$ cat src/rtl/wdog_pkg.sv
package wdog_pkg;

    localparam logic [31:0] UNLOCK_KEY = 32'h1ACC_E551;

    typedef enum logic [2:0] {
        RI_LOAD    = 3'd0,
        RI_COUNT   = 3'd1,
        RI_CTRL    = 3'd2,
        RI_CLEAR   = 3'd3,
        RI_RAW     = 3'd4,
        RI_MASKED  = 3'd5,
        RI_RSTSTAT = 3'd6,
        RI_LOCK    = 3'd7
    } reg_idx_e;

    typedef struct packed {
        logic rst_en;
        logic int_en;
    } ctrl_t;

    typedef struct packed {
        logic load;
        logic ctrl;
        logic clear;
        logic lock;
    } wr_strobe_t;

    typedef enum logic [2:0] {
        ACT_HOLD,
        ACT_LOAD,
        ACT_CLEAR,
        ACT_START,
        ACT_STOP,
        ACT_EXPIRE,
        ACT_TICK
    } cnt_act_e;

    function automatic ctrl_t ctrl_from_bits(logic [1:0] b);
        ctrl_t c;
        c.int_en = b[0];
        c.rst_en = b[1];
        return c;
    endfunction

    function automatic logic [31:0] ctrl_to_word(ctrl_t c);
        return {30'b0, c.rst_en, c.int_en};
    endfunction

endpackage

$ cat src/rtl/wdog_apb_if.sv
module wdog_apb_if
    import wdog_pkg::*;
#(
    parameter int ADDR_W = 12
) (
    input  logic              clk,
    input  logic              rst,
    input  logic              psel,
    input  logic              penable,
    input  logic              pwrite,
    input  logic [ADDR_W-1:0] paddr,
    input  logic [31:0]       pwdata,
    input  logic [31:0]       rd_load,
    input  logic [31:0]       rd_count,
    input  ctrl_t             rd_ctrl,
    input  logic              rd_raw,
    input  logic              rd_masked,
    input  logic              rd_rststat,
    output logic [31:0]       prdata,
    output wr_strobe_t        wr,
    output logic              locked
);
    localparam int HI_W = ADDR_W - 5;

    logic     hit;
    logic     access;
    reg_idx_e idx;

    assign hit    = (paddr[ADDR_W-1:5] == HI_W'(0)) && (paddr[1:0] == 2'b00);
    assign access = psel && penable && pwrite && hit;
    assign idx    = reg_idx_e'(paddr[4:2]);

    always_comb begin
        wr       = '0;
        wr.lock  = access && (idx == RI_LOCK);
        wr.load  = access && !locked && (idx == RI_LOAD);
        wr.ctrl  = access && !locked && (idx == RI_CTRL);
        wr.clear = access && !locked && (idx == RI_CLEAR);
    end

    always_ff @(posedge clk) begin
        if (rst) begin
            locked <= 1'b0;
        end else if (wr.lock) begin
            locked <= (pwdata != UNLOCK_KEY);
        end
    end

    always_comb begin
        prdata = '0;
        if (hit) begin
            case (idx)
                RI_LOAD:    prdata = rd_load;
                RI_COUNT:   prdata = rd_count;
                RI_CTRL:    prdata = ctrl_to_word(rd_ctrl);
                RI_RAW:     prdata = {31'b0, rd_raw};
                RI_MASKED:  prdata = {31'b0, rd_masked};
                RI_RSTSTAT: prdata = {31'b0, rd_rststat};
                RI_LOCK:    prdata = {31'b0, locked};
                default:    prdata = '0;
            endcase
        end
    end

endmodule

$ cat src/rtl/wdog_ctrl.sv
module wdog_ctrl
    import wdog_pkg::*;
#(
    parameter bit STICKY_CTRL = 1'b0
) (
    input  logic       clk,
    input  logic       rst,
    input  logic       wr_ctrl,
    input  logic [1:0] wbits,
    output ctrl_t      ctrl_q,
    output logic       en_rise,
    output logic       en_fall
);
    ctrl_t nxt;
    logic  accept;

    assign nxt = ctrl_from_bits(wbits);

    generate
        if (STICKY_CTRL) begin : g_sticky
            assign accept = wr_ctrl && !ctrl_q.int_en;
        end else begin : g_plain
            assign accept = wr_ctrl;
        end
    endgenerate

    assign en_rise = accept && nxt.int_en && !ctrl_q.int_en;
    assign en_fall = accept && !nxt.int_en && ctrl_q.int_en;

    always_ff @(posedge clk) begin
        if (rst) begin
            ctrl_q <= '0;
        end else if (accept) begin
            ctrl_q <= nxt;
        end
    end

endmodule

$ cat src/rtl/wdog_core.sv
module wdog_core
    import wdog_pkg::*;
#(
    parameter int CNT_W = 32
) (
    input  logic             clk,
    input  logic             rst,
    input  logic             wr_load,
    input  logic             wr_clear,
    input  logic             en_rise,
    input  logic             en_fall,
    input  logic [CNT_W-1:0] wval,
    input  logic             running,
    input  logic             rst_en,
    output logic [CNT_W-1:0] load_q,
    output logic [CNT_W-1:0] cnt_q,
    output logic             int_stat,
    output logic             rst_stat,
    output logic             rst_req
);
    localparam logic [CNT_W-1:0] ALL_ONES = '1;
    localparam logic [CNT_W-1:0] ZERO     = '0;

    cnt_act_e act;

    always_comb begin
        if (wr_load)              act = ACT_LOAD;
        else if (wr_clear)        act = ACT_CLEAR;
        else if (en_rise)         act = ACT_START;
        else if (en_fall)         act = ACT_STOP;
        else if (!running)        act = ACT_HOLD;
        else if (cnt_q == ZERO)   act = ACT_EXPIRE;
        else                      act = ACT_TICK;
    end

    always_ff @(posedge clk) begin
        if (rst) begin
            load_q   <= ALL_ONES;
            cnt_q    <= ALL_ONES;
            int_stat <= 1'b0;
            rst_stat <= 1'b0;
            rst_req  <= 1'b0;
        end else begin
            rst_req <= 1'b0;
            case (act)
                ACT_LOAD: begin
                    load_q <= wval;
                    cnt_q  <= wval;
                end
                ACT_CLEAR: begin
                    int_stat <= 1'b0;
                    cnt_q    <= load_q;
                end
                ACT_START: cnt_q <= load_q;
                ACT_EXPIRE: begin
                    cnt_q    <= load_q;
                    int_stat <= 1'b1;
                    if (int_stat && rst_en) begin
                        rst_req  <= 1'b1;
                        rst_stat <= 1'b1;
                    end
                end
                ACT_TICK: cnt_q <= cnt_q - 1'b1;
                default: ;
            endcase
        end
    end

endmodule

$ cat src/rtl/apb_wdog.sv
module apb_wdog
    import wdog_pkg::*;
#(
    parameter int ADDR_W      = 12,
    parameter int CNT_W       = 32,
    parameter bit STICKY_CTRL = 1'b0
) (
    input  logic              clk,
    input  logic              rst,
    input  logic              psel,
    input  logic              penable,
    input  logic              pwrite,
    input  logic [ADDR_W-1:0] paddr,
    input  logic [31:0]       pwdata,
    output logic [31:0]       prdata,
    output logic              irq,
    output logic              rst_req
);
    wr_strobe_t       wr;
    logic             locked;
    ctrl_t            ctrl_q;
    logic             en_rise;
    logic             en_fall;
    logic [CNT_W-1:0] load_q;
    logic [CNT_W-1:0] cnt_q;
    logic             int_stat;
    logic             rst_stat;
    logic             int_en;
    logic             cnt_touch;

    assign int_en    = ctrl_q.int_en;
    assign irq       = int_stat && int_en;
    assign cnt_touch = wr.load || wr.clear || en_rise || en_fall;

    wdog_apb_if #(.ADDR_W(ADDR_W)) u_if (
        .clk        (clk),
        .rst        (rst),
        .psel       (psel),
        .penable    (penable),
        .pwrite     (pwrite),
        .paddr      (paddr),
        .pwdata     (pwdata),
        .rd_load    (32'(load_q)),
        .rd_count   (32'(cnt_q)),
        .rd_ctrl    (ctrl_q),
        .rd_raw     (int_stat),
        .rd_masked  (irq),
        .rd_rststat (rst_stat),
        .prdata     (prdata),
        .wr         (wr),
        .locked     (locked)
    );

    wdog_ctrl #(.STICKY_CTRL(STICKY_CTRL)) u_ctrl (
        .clk     (clk),
        .rst     (rst),
        .wr_ctrl (wr.ctrl),
        .wbits   (pwdata[1:0]),
        .ctrl_q  (ctrl_q),
        .en_rise (en_rise),
        .en_fall (en_fall)
    );

    wdog_core #(.CNT_W(CNT_W)) u_core (
        .clk      (clk),
        .rst      (rst),
        .wr_load  (wr.load),
        .wr_clear (wr.clear),
        .en_rise  (en_rise),
        .en_fall  (en_fall),
        .wval     (CNT_W'(pwdata)),
        .running  (int_en),
        .rst_en   (ctrl_q.rst_en),
        .load_q   (load_q),
        .cnt_q    (cnt_q),
        .int_stat (int_stat),
        .rst_stat (rst_stat),
        .rst_req  (rst_req)
    );

endmodule

$ cat config.mk
export PLATFORM = sky130hd
export DESIGN_NAME = apb_wdog
export DESIGN_NICKNAME = d
export VERILOG_FILES = /design/src/rtl/wdog_pkg.sv /design/src/rtl/wdog_apb_if.sv /design/src/rtl/wdog_ctrl.sv /design/src/rtl/wdog_core.sv /design/src/rtl/apb_wdog.sv
export SDC_FILE = /design/constraint.sdc
export NUM_CORES = 1
export LEC_CHECK = 0
export BUFFER_PORTS_ARGS = -buffer_cell sky130_fd_sc_hd__buf_4
export CAP_MARGIN = 10
export CORE_MARGIN = 2
export CORE_UTILIZATION = 62
export CTS_BUF_LIST = sky130_fd_sc_hd__clkbuf_4 sky130_fd_sc_hd__clkbuf_8
export DETAILED_ROUTE_END_ITERATION = 8
export PLACE_DENSITY = 0.88
export SLEW_MARGIN = 20
export SYNTH_ARGS = -nofsm -noshare
export SYNTH_HDL_FRONTEND = slang
export SYNTH_HIERARCHICAL = 1
export SYNTH_SLANG_ARGS = --single-unit
export TNS_END_PERCENT = 50
$ cat constraint.sdc
create_clock -name clk -period 5.03 [get_ports clk]
set_input_delay 1.2575 -clock clk [delete_from_list [all_inputs] [get_ports clk]]
set_output_delay 1.2575 -clock clk [all_outputs]
set_load 0.005 [all_outputs]
# Yosys cells after proc, flatten, opt, wreduce, memory -nomap -nowiden
# Index checks and enable logic that the tools add are counted.
[classes]
n_addsub = 1
mul = 0
n_div = 0
order_cmp = 0
eq_ne = 13
shift = 0
n_mux = 11
n_bitwise = 1
reduce_logical = 27
[op_table]
columns = ["op", "count"]
rows = [
  ["32-bit one-hot mux with 7 select lines", 1],
  ["32-bit one-hot mux with 3 select lines", 1],
  ["32-bit logical NOT", 1],
  ["32-bit 2-to-1 mux", 1],
  ["32-bit by 29-bit inequality test with 1-bit output, second input constant", 1],
  ["32-bit by 1-bit subtractor with 32-bit output, second input constant", 1],
  ["3-bit equality test, second input constant", 6],
  ["1-bit logical AND", 15],
  ["3-bit 2-to-1 mux", 5],
  ["3-bit by 2-bit equality test with 1-bit output, second input constant", 4],
  ["7-bit logical NOT", 1],
  ["3-bit by 1-bit equality test with 1-bit output, second input constant", 2],
  ["1-bit logical NOT", 3],
  ["3-bit logical NOT", 1],
  ["3-bit nonzero test", 1],
  ["3-bit OR reduction", 1],
  ["2-bit logical NOT", 1],
  ["2-bit 2-to-1 mux", 1],
  ["1-bit one-hot mux with 2 select lines", 1],
  ["2-bit AND reduction", 1],
  ["2-bit nonzero test", 1],
  ["2-bit OR reduction", 1],
  ["1-bit 2-to-1 mux", 1],
  ["1-bit NOT", 1],
]
[word_totals]
regBits = 70
latchBits = 0
ramBits = 0
rom_bits = 0
in_bits = 49
output_inout_bits = 34
wordCells = 61
memories = 0

# Longest topological paths before layout
# Gate-level depths: netlist of the first run.
[logic_depth]
ltp_word = 14
depth_mapped = 12
depth_no_buf = 11

# Modules after synthesis
# Netlist of the first run, hierarchy kept.
[modules_own_cells]
columns = ["module", "n_inst", "cells_per_inst", "area_per_inst_um2", "seq_area_each_um2"]
rows = [
  ["wdog_core", 1, 419, 3465.8, 1341.3],
  ["wdog_apb_if", 1, 118, 773.2, 20.0],
  ["wdog_ctrl", 1, 9, 86.3, 40.0],
  ["apb_wdog", 1, 1, 6.3, 0.0],
]

# Worst setup path after synthesis of the first run
# No wires, ideal clock.
[synth_timing]
path_kind = "in2reg"
startpoint = "input paddr[7]"
endpoint = "register u_core.cnt_q[12]"
setup_ps = 120
t_arrival_ps = 3497
required_ps = 4910
slack_ps = 1413
path_stages = 9
path_buffers = 1
path_cell_list = "nor4_2 -> nand4_1 -> nor4_1 -> nor2_1 -> nand2_1 -> nor2_1 -> clkbuf_1 -> a21o_1 -> a211o_1"
[synth_rtl]
columns = ["element", "line", "rtl"]
rows = [
  ["start: declaration", "apb_wdog.sv:13", "input logic [ADDR_W-1:0] paddr,"],
  ["end signal: assignment", "wdog_core.sv:48", "cnt_q <= wval;"],
  ["end signal: assignment", "wdog_core.sv:52", "cnt_q <= load_q;"],
  ["end signal: assignment", "wdog_core.sv:54", "ACT_START: cnt_q <= load_q;"],
  ["end: declaration", "wdog_core.sv:16", "output logic [CNT_W-1:0] cnt_q,"],
]

# Final worst setup path of the first run
[layout_timing]
startpoint = "input paddr[7]"
endpoint = "output prdata[1]"
[layout_via]
elab_chain_len = 3
[layout_rtl]
columns = ["element", "line", "rtl"]
rows = [
  ["7-bit logical NOT", "wdog_apb_if.sv:29", "assign hit = (paddr[ADDR_W-1:5] == HI_W'(0)) && (paddr[1:0] == 2'b00);"],
  ["1-bit logical AND", "wdog_apb_if.sv:29", ""],
  ["32-bit 2-to-1 mux", "wdog_apb_if.sv:51", "if (hit) begin"],
  ["end: declaration", "apb_wdog.sv:15", "output logic [31:0] prdata,"],
]
# Every way passes these cells.

==> reports/qor.txt, run 1 <==
Share of cells above drive strength 1 - 24.8%
Root buffer cell - clkbuf_8
RSZ-0062 raised after global routing - no
WHS Endpoint - u_core/rst_stat
First-pass GRT wire length - 20600 µm
Fin Setup TNS - 0 ns
Final worst-path cycle share - 75.8%
Clk sinks - 70
Clock-pin slew on the worst setup and hold paths - 0.07 ns
Full die area - 0.00767 mm²
Fin worst setup slack - 1.22 ns
Num CTS Buffers - 9
Level count of the clock H-tree - 3
Post-Syn Nets - 597
Most frequent cells in the layout - buf_4 (96), nand2_1 (73), dfxtp_1 (70), nor2_1 (53), a21oi_1 (36)
Vias in the first global route - 4274
Nets - 664
CP max stage cell - nor4_2
Worst r2r src - u_if/locked
Mean post-synth cell area - 7.93 µm²
Hold wc startpoint - u_core/rst_stat
Fill count - 514
Status - complete, no violations
Slew Viols, Final - 0
1st-iter DRT viols - 579
DR DRC count - 0
PortBufs - 82
Static leakage - 0.00221 µW
Post-CTS Setup Repair Bufs - 0
Clk Latency, worst-skew pair - 0.35 ns
Worst EP required - 3.77 ns
Setup crit end kind - primary output
Mapped Cells - 546
Worst R2R Setup Slack - 2.19 ns
Synth Cell Area - 0.00433 mm²
Worst Tran Pin Value - 0.949 ns
Critical Path, Cell by Cell - buf_4 -> nor4_2 -> nand3_1 -> o21bai_2 -> buf_4 -> nor3_1 -> buf_4
Die span in x - 87.6 µm
Ports - 83
Cells on Worst Hold Path - 2
CP arrival - 2.55 ns
Worst hold-check path type - reg -> reg
Element type at the critical path start - input port
Worst VDD drop - 0.000179 V
WL final - 12700 µm
Congestion Overflow GR - 0
Reg2Reg Depth - 8
Via/cell ratio - 6.59
Worst slack at placement - 0.911 ns
HPWL after DPL - 8810 µm
DRT antenna net count - 0
Core footprint - 0.00676 mm²
Diode count - 0
Commonest non-fill, non-tap cell in the layout - buf_4
GRT Overall Usage - 33.9%
Final hold vios - 0
Slew HR - 36.5%
# resized after CTS - 0
Setup CP Type - in -> out
Initial Util - 64.1%
Max Cap Viol - 0
Number of placement rows - 30
CTS tree - done
Minimum clock period - 3.81 ns
Maximum fanout along the worst path - 16
Initial DRT Pass Iterations - 5
CP max stage delay - 0.29 ns
Multi-input gate area - 0.00266 mm²
Yosys warnings - 6
Routed WL per cell - 18.3 µm
Worst Clk Skew - 0.00507 ns
Final RePlAce weighted congestion - 0.935
Power Density - 231 mW/mm²
CTS max path bufs - 2
Hold bufs inserted after CTS - 0
Most frequent cell on the critical path - buf_4
DIE HEIGHT - 87.6 µm
Setup Viol. Count Final - 0
Largest net degree at the start of global routing - 39
Critical R2R Capture - u_core/cnt_q[29]
Antenna violations before repair - 0
Peak Freq - 262 MHz
P&R area growth vs syn - 20.6%
Via count - 4601
FF/Latch Area - 0.00140 mm²
Top Family by Delay on Critical Path - simple AND/OR/NAND/NOR gates
Bufs and invs on worst path - 3
-- cell type report --
class / count / share of cell area [%]
Inverter: 21 / 1.51
Multi-Input combinational cell: 414 / 50.9
Clock buffer: 10 / 2.52
Tap cell: 80 / 1.92
Timing Repair Buffer: 97 / 14.2
Clock inverter: 6 / 2.11
Sequential cell: 70 / 26.8
-- worst min-delay path: stages, from the launching register on --
cell and delay, ns:
dfxtp_1 0.32, inv_1 0.05, a21oi_1 0.06
-- worst max-delay path by stage --
| stage | from | end | slack, ns | cells past startpoint |
|---|---|---|---|---|
| floorplan | paddr[7] | u_core/cnt_q[12] | 1.44 | 9 |
| global placement | pwrite | u_core/cnt_q[29] | 1.02 | 11 |
| detailed placement | pwrite | u_core/cnt_q[29] | 0.91 | 11 |
| CTS | paddr[7] | prdata[1] | 1.20 | 7 |
| global route | pwrite | u_core/cnt_q[29] | 0.95 | 11 |
| finish | paddr[7] | prdata[1] | 1.22 | 7 |
-- per-stage QoR --
step                utilization, %  total power (µW)  instances  hold WS [ns]  cell area, µm²
floorplan                        -               611        546         0.426            4330
global placement              73.7               655        682         0.436            4980
detailed placement            73.7               656        682         0.460            4980
CTS                           77.3              1200        698         0.471            5220
global route                  77.3              1230        698         0.482            5220
finish                        77.3              1200        698         0.471            5220
-- where the power goes --
part	leakage [µW]	switching [µW]	internal, µW
Combinational	0.00152	45.0	46.4
Sequential	0.000566	0.0738	554
Clock	0.000116	225	334
-- per-layer routing --
layer | share of wire, % | global-route usage, % | wire length [µm] | vias to the layer above
li1 | - | - | - | 2154
met1 | 42 | 45.6 | 5400 | 2141
met2 | 46 | 54.1 | 5890 | 262
met3 | 8.3 | 5.00 | 1060 | 44
met4 | 3.1 | 15.7 | 393 | 0
met5 | 0 | 0 | 0 | -
-- flip-flops by register name, summed over array words and instances, names as in the netlist --
name             cells
u_core/rst_stat      1
u_core/load_q       32
u_ctrl/ctrl_q        2
u_core/rst_req       1
u_core/int_stat      1
u_core/cnt_q        32
u_if/locked          1
No activity file was read; power rests on OpenSTA's default activity.
==> inputs of run 2 (changes only) <==
--- a/config.mk
+++ b/config.mk
@@ -5,13 +5,14 @@
 export SDC_FILE = /design/constraint.sdc
 export NUM_CORES = 1
 export LEC_CHECK = 0
+export ABC_AREA = 1
 export BUFFER_PORTS_ARGS = -buffer_cell sky130_fd_sc_hd__buf_4
 export CAP_MARGIN = 10
 export CORE_MARGIN = 2
-export CORE_UTILIZATION = 62
+export CORE_UTILIZATION = 53
 export CTS_BUF_LIST = sky130_fd_sc_hd__clkbuf_4 sky130_fd_sc_hd__clkbuf_8
 export DETAILED_ROUTE_END_ITERATION = 8
-export PLACE_DENSITY = 0.88
+export PLACE_DENSITY = 0.79
 export SLEW_MARGIN = 20
 export SYNTH_ARGS = -nofsm -noshare
 export SYNTH_HDL_FRONTEND = slang
==> constraint.sdc (replaced) <==
create_clock -name clk -period 3.3 [get_ports clk]
set_input_delay 0.825 -clock clk [delete_from_list [all_inputs] [get_ports clk]]
set_output_delay 0.825 -clock clk [all_outputs]
set_load 0.005 [all_outputs]
==> run 2 against run 1 <==
  * Final cell count grew 32%
  * Worst hold slack gained 0.0020 ns
  * Routed wire length grew 4.7%
  * First-iteration DRC count shrank 37%
  * Sequential power grew 52%
  * Sequential share of layout area shrank 1.3 points
  * Critical path type is now in -> reg
  * Critical endpoint is now u_core/cnt_q[21]
  * Highest routed layer unchanged
==> reports/qor.txt, run 2 <==
Setup Viol. Count Final - 0 (unchanged)
Final RePlAce weighted congestion - 0.959 (was 0.935)
Critical R2R Capture - u_core/cnt_q[21] (was u_core/cnt_q[29])
Via count - 5044 (was 4601)
Minimum clock period - 3.02 ns
Full die area - 0.00941 mm² (was 0.00767 mm²)
Post-CTS Setup Repair Bufs - 0 (unchanged)
Initial DRT Pass Iterations - 6 (was 5)
Synth Cell Area - 0.00458 mm² (was 0.00433 mm²)
Hold bufs inserted after CTS - 0 (unchanged)
Final hold vios - 0 (unchanged)
Clk Latency, worst-skew pair - 0.34 ns (was 0.35 ns)
Mean post-synth cell area - 6.23 µm² (was 7.93 µm²)
Busiest grt layer - met2 (unchanged)
Slew Viols, Final - 0 (unchanged)
DIE HEIGHT - 97.0 µm (was 87.6 µm)
Congestion Overflow GR - 0 (unchanged)
Ports - 83 (unchanged)
Worst R2R Setup Slack - 0.74 ns (was 2.19 ns)
Root buffer cell - clkbuf_8 (unchanged)
Post-Syn Nets - 787 (was 597)
RSZ-0062 raised after global routing - no (unchanged)
Total power draw - 1750 µW (was 1200 µW)
CTS tree - done (unchanged)
Static leakage - 0.00264 µW (was 0.00221 µW)
Critical Path Start - paddr[6] (was paddr[7])
Largest net degree at the start of global routing - 34 (was 39)
Mapped Cells - 736 (was 546)
Antenna violations before repair - 0 (unchanged)
Final worst-path cycle share - 91.5%
1st-iter DRT viols - 365 (was 579)
DR DRC count - 0 (unchanged)
Worst hold-check path type - reg -> reg (unchanged)
Worst VDD drop - 0.000210 V (was 0.000179 V)
Setup CP Type - in -> reg (was in -> out)
Nets - 865 (was 664)
Dpl cells - 908 (was 682)
DRT antenna net count - 0 (unchanged)
Max Cap Viol - 0 (unchanged)
Initial Util - 55.2% (was 64.1%)
# resized after CTS - 0 (unchanged)
Cell Area, Placed - 0.00527 mm² (was 0.00498 mm²)
GRT Overall Usage - 28.0% (was 33.9%)
Fill count - 765 (was 514)
Via/cell ratio - 5.46 (was 6.59)
Reg2Reg Depth - 15 (was 8)
Worst EP required - 3.58 ns (was 3.77 ns)
Diode count - 0 (unchanged)
CP arrival - 3.30 ns (was 2.55 ns)
Setup crit end kind - register (was primary output)
Routed WL per cell - 14.4 µm (was 18.3 µm)
Num CTS Buffers - 9 (unchanged)
Element type at the critical path start - input port (unchanged)
Vias in the first global route - 4748 (was 4274)
Maximum fanout along the worst path - 33 (was 16)
First-pass GRT wire length - 22200 µm (was 20600 µm)
Met3 usage - 4.34% (was 5.00%)
HPWL after DPL - 9780 µm (was 8810 µm)
Peak Freq - 331 MHz
Fin cells - 924 (was 698)
Fin worst setup slack - 0.282 ns (was 1.22 ns)
Met1 Use GR - 37.2% (was 45.6%)
Worst Tran Pin Value - 0.922 ns (was 0.949 ns)
Power Density - 319 mW/mm² (was 231 mW/mm²)
Yosys warnings - 6 (unchanged)
PortBufs - 82 (unchanged)
Clock-pin slew on the worst setup and hold paths - 0.08 ns (was 0.07 ns)
Worst r2r src - u_if/locked (unchanged)
Design area - 0.00549 mm² (was 0.00522 mm²)
Largest regs - u_core/cnt_q (32), u_core/load_q (32), u_ctrl/ctrl_q (2) (unchanged)
CP endpoint - u_core/cnt_q[21] (was prdata[1])
Clk sinks - 70 (unchanged)
Die span in x - 97.0 µm (was 87.6 µm)
Hold Worst Slack - 0.473 ns (was 0.471 ns)
CTS max path bufs - 2 (unchanged)
Worst slack at placement - -0.0332 ns (was 0.911 ns)
Commonest non-fill, non-tap cell in the layout - nand2_1 (was buf_4)
Most frequent cells in the layout - nand2_1 (268), nor2_1 (112), buf_4 (94), dfxtp_1 (70), a21oi_1 (54) (was buf_4 (96), nand2_1 (73), dfxtp_1 (70), nor2_1 (53), a21oi_1 (36))
Number of placement rows - 33 (was 30)
WL final - 13300 µm (was 12700 µm)
Slew HR - 38.3% (was 36.5%)
Cells on Worst Hold Path - 1 (was 2)
Worst Clk Skew - 0.00856 ns (was 0.00507 ns)
Level count of the clock H-tree - 3 (unchanged)
Share of cells above drive strength 1 - 20.5% (was 24.8%)
Grt met2 use - 46.3% (was 54.1%)
Core footprint - 0.00830 mm² (was 0.00676 mm²)
P&R area growth vs syn - 19.8% (was 20.6%)
Status - complete, no violations (unchanged)
-- run 2: changes by cell type in the layout (fill, tap and decap cells not counted), sizes merged, moves of 7 or more --
cell,change
nor2,+64
nor4,-13
a21oi,+48
a22oi,-30
xor2,+10
o221ai,-7
nand3,+41
nand2,+199
or3,-8
o211ai,-16
a21boi,-16
o21ai,-15
inv,+27
nor3,-13
-- run 2: report_power, final --
group	leakage (µW)	switching [µW]	internal (µW)	total, µW
clock	0.000110	336	433	768
combinational	0.00196	78.1	58.2	136
sequential	0.000566	0.118	844	844
-- run 2: area by class of cell --
cell class / instances / area (µm²) / area share [%]
multi-input combinational: 586 / 2820 / 51.3
clock inverter: 6 / 86.3 / 1.57
tap: 105 / 131 / 2.39
clock buffer: 10 / 131 / 2.39
inverter: 52 / 199 / 3.62
sequential: 70 / 1400 / 25.5
timing repair buffer: 95 / 726 / 13.2
-- run 2: worst min path at each step --
stage | startpoint | endpoint | slack, ns
floorplan | u_core/rst_stat | u_core/rst_stat | 0.43
finish | u_core/rst_stat | u_core/rst_stat | 0.47
detailed placement | u_core/rst_stat | u_core/rst_stat | 0.46
CTS | u_core/load_q[1] | u_core/load_q[1] | 0.47
global placement | u_core/rst_stat | u_core/rst_stat | 0.45
global route | u_core/rst_stat | u_core/rst_stat | 0.48
-- run 2: metal layers --
layer | vias to the layer above | routed length, µm
li1 | 2498 | -
met1 | 2300 | 5860
met2 | 219 | 6190
met3 | 27 | 1030
met4 | 0 | 263
met5 | - | 0
-- run 2: stage by stage --
stage                     util (%)  setup TNS [ns]
after floorplan                  -               0
after global placement        63.5               0
after detailed placement      63.5         -0.0332
after CTS                     66.2               0
after global routing          66.2               0
final                         66.2               0
-- run 2: worst max-delay path, stage by stage --
cell and delay, ns:
buf_4 0.11, or2_1 0.25, nor2_4 0.11, nand4_1 0.10
nor3_1 0.21, nand2_1 0.08, nor2_1 0.15, o21ai_2 0.11
nor2_1 0.13, inv_1 0.11, o21ai_4 0.75, nand2_1 0.14
nand2_1 0.10, nor2_1 0.04, nand3_1 0.08
==> inputs of run 3 (changes only) <==
--- a/config.mk
+++ b/config.mk
@@ -12,7 +12,8 @@
 export CORE_UTILIZATION = 53
 export CTS_BUF_LIST = sky130_fd_sc_hd__clkbuf_4 sky130_fd_sc_hd__clkbuf_8
 export DETAILED_ROUTE_END_ITERATION = 8
-export PLACE_DENSITY = 0.79
+export PLACE_DENSITY = 0.84
+export SKIP_LAST_GASP = 1
 export SLEW_MARGIN = 20
 export SYNTH_ARGS = -nofsm -noshare
 export SYNTH_HDL_FRONTEND = slang
==> run 3 against run 2 <==
  * Design area grew 0.16%
  * Total power increased by 1.3%
  * Sequential share of layout area barely moved
  * Clock-buffer cell count is 2 higher
  * Largest cell class unchanged
  * Non-clock buffer count rose by 1
  * First-iteration DRC count rose by 2.2%
  * Die area stayed put
  * Sequential cell count is the same
  * Utilization grew 0.11 points
==> reports/qor.txt, run 3 (synthesis results as in run 2) <==
Status - complete, no violations (unchanged)
FF/Latch Area - 0.00140 mm² (unchanged)
# resized after CTS - 0 (unchanged)
PortBufs - 82 (unchanged)
Fin worst setup slack - 0.245 ns (was 0.282 ns)
CTS tree - done (unchanged)
RSZ-0062 raised after global routing - no (unchanged)
Critical Path, Cell by Cell - buf_4 -> or2_1 -> nor2_4 -> nand4_1 -> nor3_1 -> nand2_1 -> nor2_1 -> o21ai_2 -> nor2_1 -> inv_2 -> o21ai_2 -> a21oi_1 -> nand3_1 (was buf_4 -> or2_1 -> nor2_4 -> nand4_1 -> nor3_1 -> nand2_1 -> nor2_1 -> o21ai_2 -> nor2_1 -> inv_1 -> o21ai_4 -> nand2_1 -> nand2_1 -> nor2_1 -> nand3_1)
Largest net degree at the start of global routing - 34 (unchanged)
Die span in x - 97.0 µm (unchanged)
Cell Area, Placed - 0.00527 mm² (about the same)
Internal power - 1360 µW (was 1340 µW)
Setup CP Type - in -> reg (unchanged)
CP max stage delay - 0.69 ns (was 0.75 ns)
Switch share - 23.1% (was 23.7%)
Largest regs - u_core/cnt_q (32), u_core/load_q (32), u_ctrl/ctrl_q (2) (unchanged)
Worst R2R Setup Slack - 0.73 ns (was 0.74 ns)
DIE HEIGHT - 97.0 µm (unchanged)
Worst Tran Pin Value - 0.858 ns (was 0.922 ns)
DR DRC count - 0 (unchanged)
Antenna violations before repair - 0 (unchanged)
Number of placement rows - 33 (unchanged)
Commonest non-fill, non-tap cell in the layout - nand2_1 (unchanged)
Static leakage - 0.00265 µW (was 0.00264 µW)
Switching power - 410 µW (was 414 µW)
Vias in the first global route - 4924 (was 4748)
Peak Freq - 327 MHz (was 331 MHz)
Root buffer cell - clkbuf_8 (unchanged)
Nets - 867 (was 865)
Final worst-path cycle share - 92.6% (was 91.5%)
Slew Viols, Final - 0 (unchanged)
Clock-pin slew on the worst setup and hold paths - 0.07 ns (was 0.08 ns)
Final RePlAce weighted congestion - 0.960 (was 0.959)
Congestion Overflow GR - 0 (unchanged)
Multi-input gate area - 0.00282 mm² (about the same)
Sequential share of power - 47.6% (was 48.3%)
Comb power frac - 7.7% (was 7.8%)
Max Cap Viol - 0 (unchanged)
Initial Util - 55.2% (unchanged)
Worst VDD drop - 0.000194 V (was 0.000210 V)
Fin cells - 926 (was 924)
GRT Overall Usage - 29.1% (was 28.0%)
Hold bufs inserted after CTS - 0 (unchanged)
Hold Worst Slack - 0.473 ns (about the same)
CP max stage cell - o21ai_2 (was o21ai_4)
DRT antenna net count - 0 (unchanged)
Design area - 0.00550 mm² (was 0.00549 mm²)
Share of cells above drive strength 1 - 20.8% (was 20.5%)
Via count - 5124 (was 5044)
Slew HR - 42.8% (was 38.3%)
CTS max path bufs - 2 (unchanged)
Worst Clk Skew - 0.00981 ns (was 0.00856 ns)
WL final - 14200 µm (was 13300 µm)
Minimum clock period - 3.06 ns (was 3.02 ns)
Worst EP required - 3.59 ns (was 3.58 ns)
Worst hold-check path type - reg -> reg (unchanged)
Most frequent cells in the layout - nand2_1 (268), nor2_1 (112), buf_4 (96), dfxtp_1 (70), a21oi_1 (54) (was nand2_1 (268), nor2_1 (112), buf_4 (94), dfxtp_1 (70), a21oi_1 (54))
Level count of the clock H-tree - 3 (unchanged)
Final hold vios - 0 (unchanged)
Worst slack at placement - -0.139 ns (was -0.0332 ns)
HPWL after DPL - 10100 µm (was 9780 µm)
Clk sinks - 70 (unchanged)
1st-iter DRT viols - 373 (was 365)
Initial DRT Pass Iterations - 5 (was 6)
Routed WL per cell - 15.4 µm (was 14.4 µm)
CP arrival - 3.34 ns (was 3.30 ns)
Num CTS Buffers - 9 (unchanged)
Fin Setup TNS - 0 ns (unchanged)
Via/cell ratio - 5.53 (was 5.46)
Clk Latency, worst-skew pair - 0.35 ns (was 0.34 ns)
Fill count - 781 (was 765)
Setup Viol. Count Final - 0 (unchanged)
Diode count - 0 (unchanged)
Power Density - 322 mW/mm² (was 319 mW/mm²)
Setup crit end kind - register (unchanged)
Maximum fanout along the worst path - 16 (was 33)
First-pass GRT wire length - 22800 µm (was 22200 µm)
Dpl cells - 909 (was 908)
Core footprint - 0.00830 mm² (unchanged)
Full die area - 0.00941 mm² (unchanged)
Clock power frac - 44.7% (was 43.9%)
Post-CTS Setup Repair Bufs - 0 (unchanged)
Ports - 83 (unchanged)
P&R area growth vs syn - 20.0% (was 19.8%)
Element type at the critical path start - input port (unchanged)
## run 3: critical path: cells and delay by family
family / cells / cell delay [ns]
and+or+nand+nor: 8 / 1.33
buffers and inverters: 2 / 0.23
AOI/OAI and AO/OA: 3 / 0.96
## run 3: power groups by stage
stage | clock network, µW | registers [µW] | logic, µW
CTS | 800 | 844 | 135
global route | 837 | 844 | 149
detailed placement | 0 | 864 | 134
global placement | 0 | 864 | 130
floorplan | 0 | 864 | 63.2
finish | 792 | 844 | 137
## run 3: worst paths after layout
path	depth (start not counted)	endpoint	start
min	2	u_core/load_q[7]	u_core/load_q[7]
max reg2reg	13	u_core/cnt_q[2]	u_if/locked
min reg2reg	2	u_core/load_q[7]	u_core/load_q[7]
max	13	u_core/cnt_q[2]	paddr[6]
## run 3: metrics by stage
stage / util [%] / total power [µW]
detailed placement: 63.5 / 998
global placement: 63.5 / 994
CTS: 66.2 / 1780
finish: 66.3 / 1770
floorplan: - / 927
global route: 66.3 / 1830
## run 3: final cells by class
cell class | instances | area share (%)
clock buffer | 12 | 2.78
clock inverter | 4 | 1.27
inverter | 52 | 3.62
multi-input combinational | 587 | 51.4
sequential | 70 | 25.5
tap | 105 | 2.39
timing repair buffer | 96 | 13.1
## run 3: layer usage
| metal | vias to the layer above | global-route usage [%] | part of all wire [%] |
|---|---|---|---|
| li1 | 2496 | - | - |
| met1 | 2372 | 37.7 | 42 |
| met2 | 240 | 50.2 | 49 |
| met3 | 16 | 4.91 | 7.6 |
| met4 | 0 | 7.69 | 1.4 |
| met5 | - | 0 | 0 |
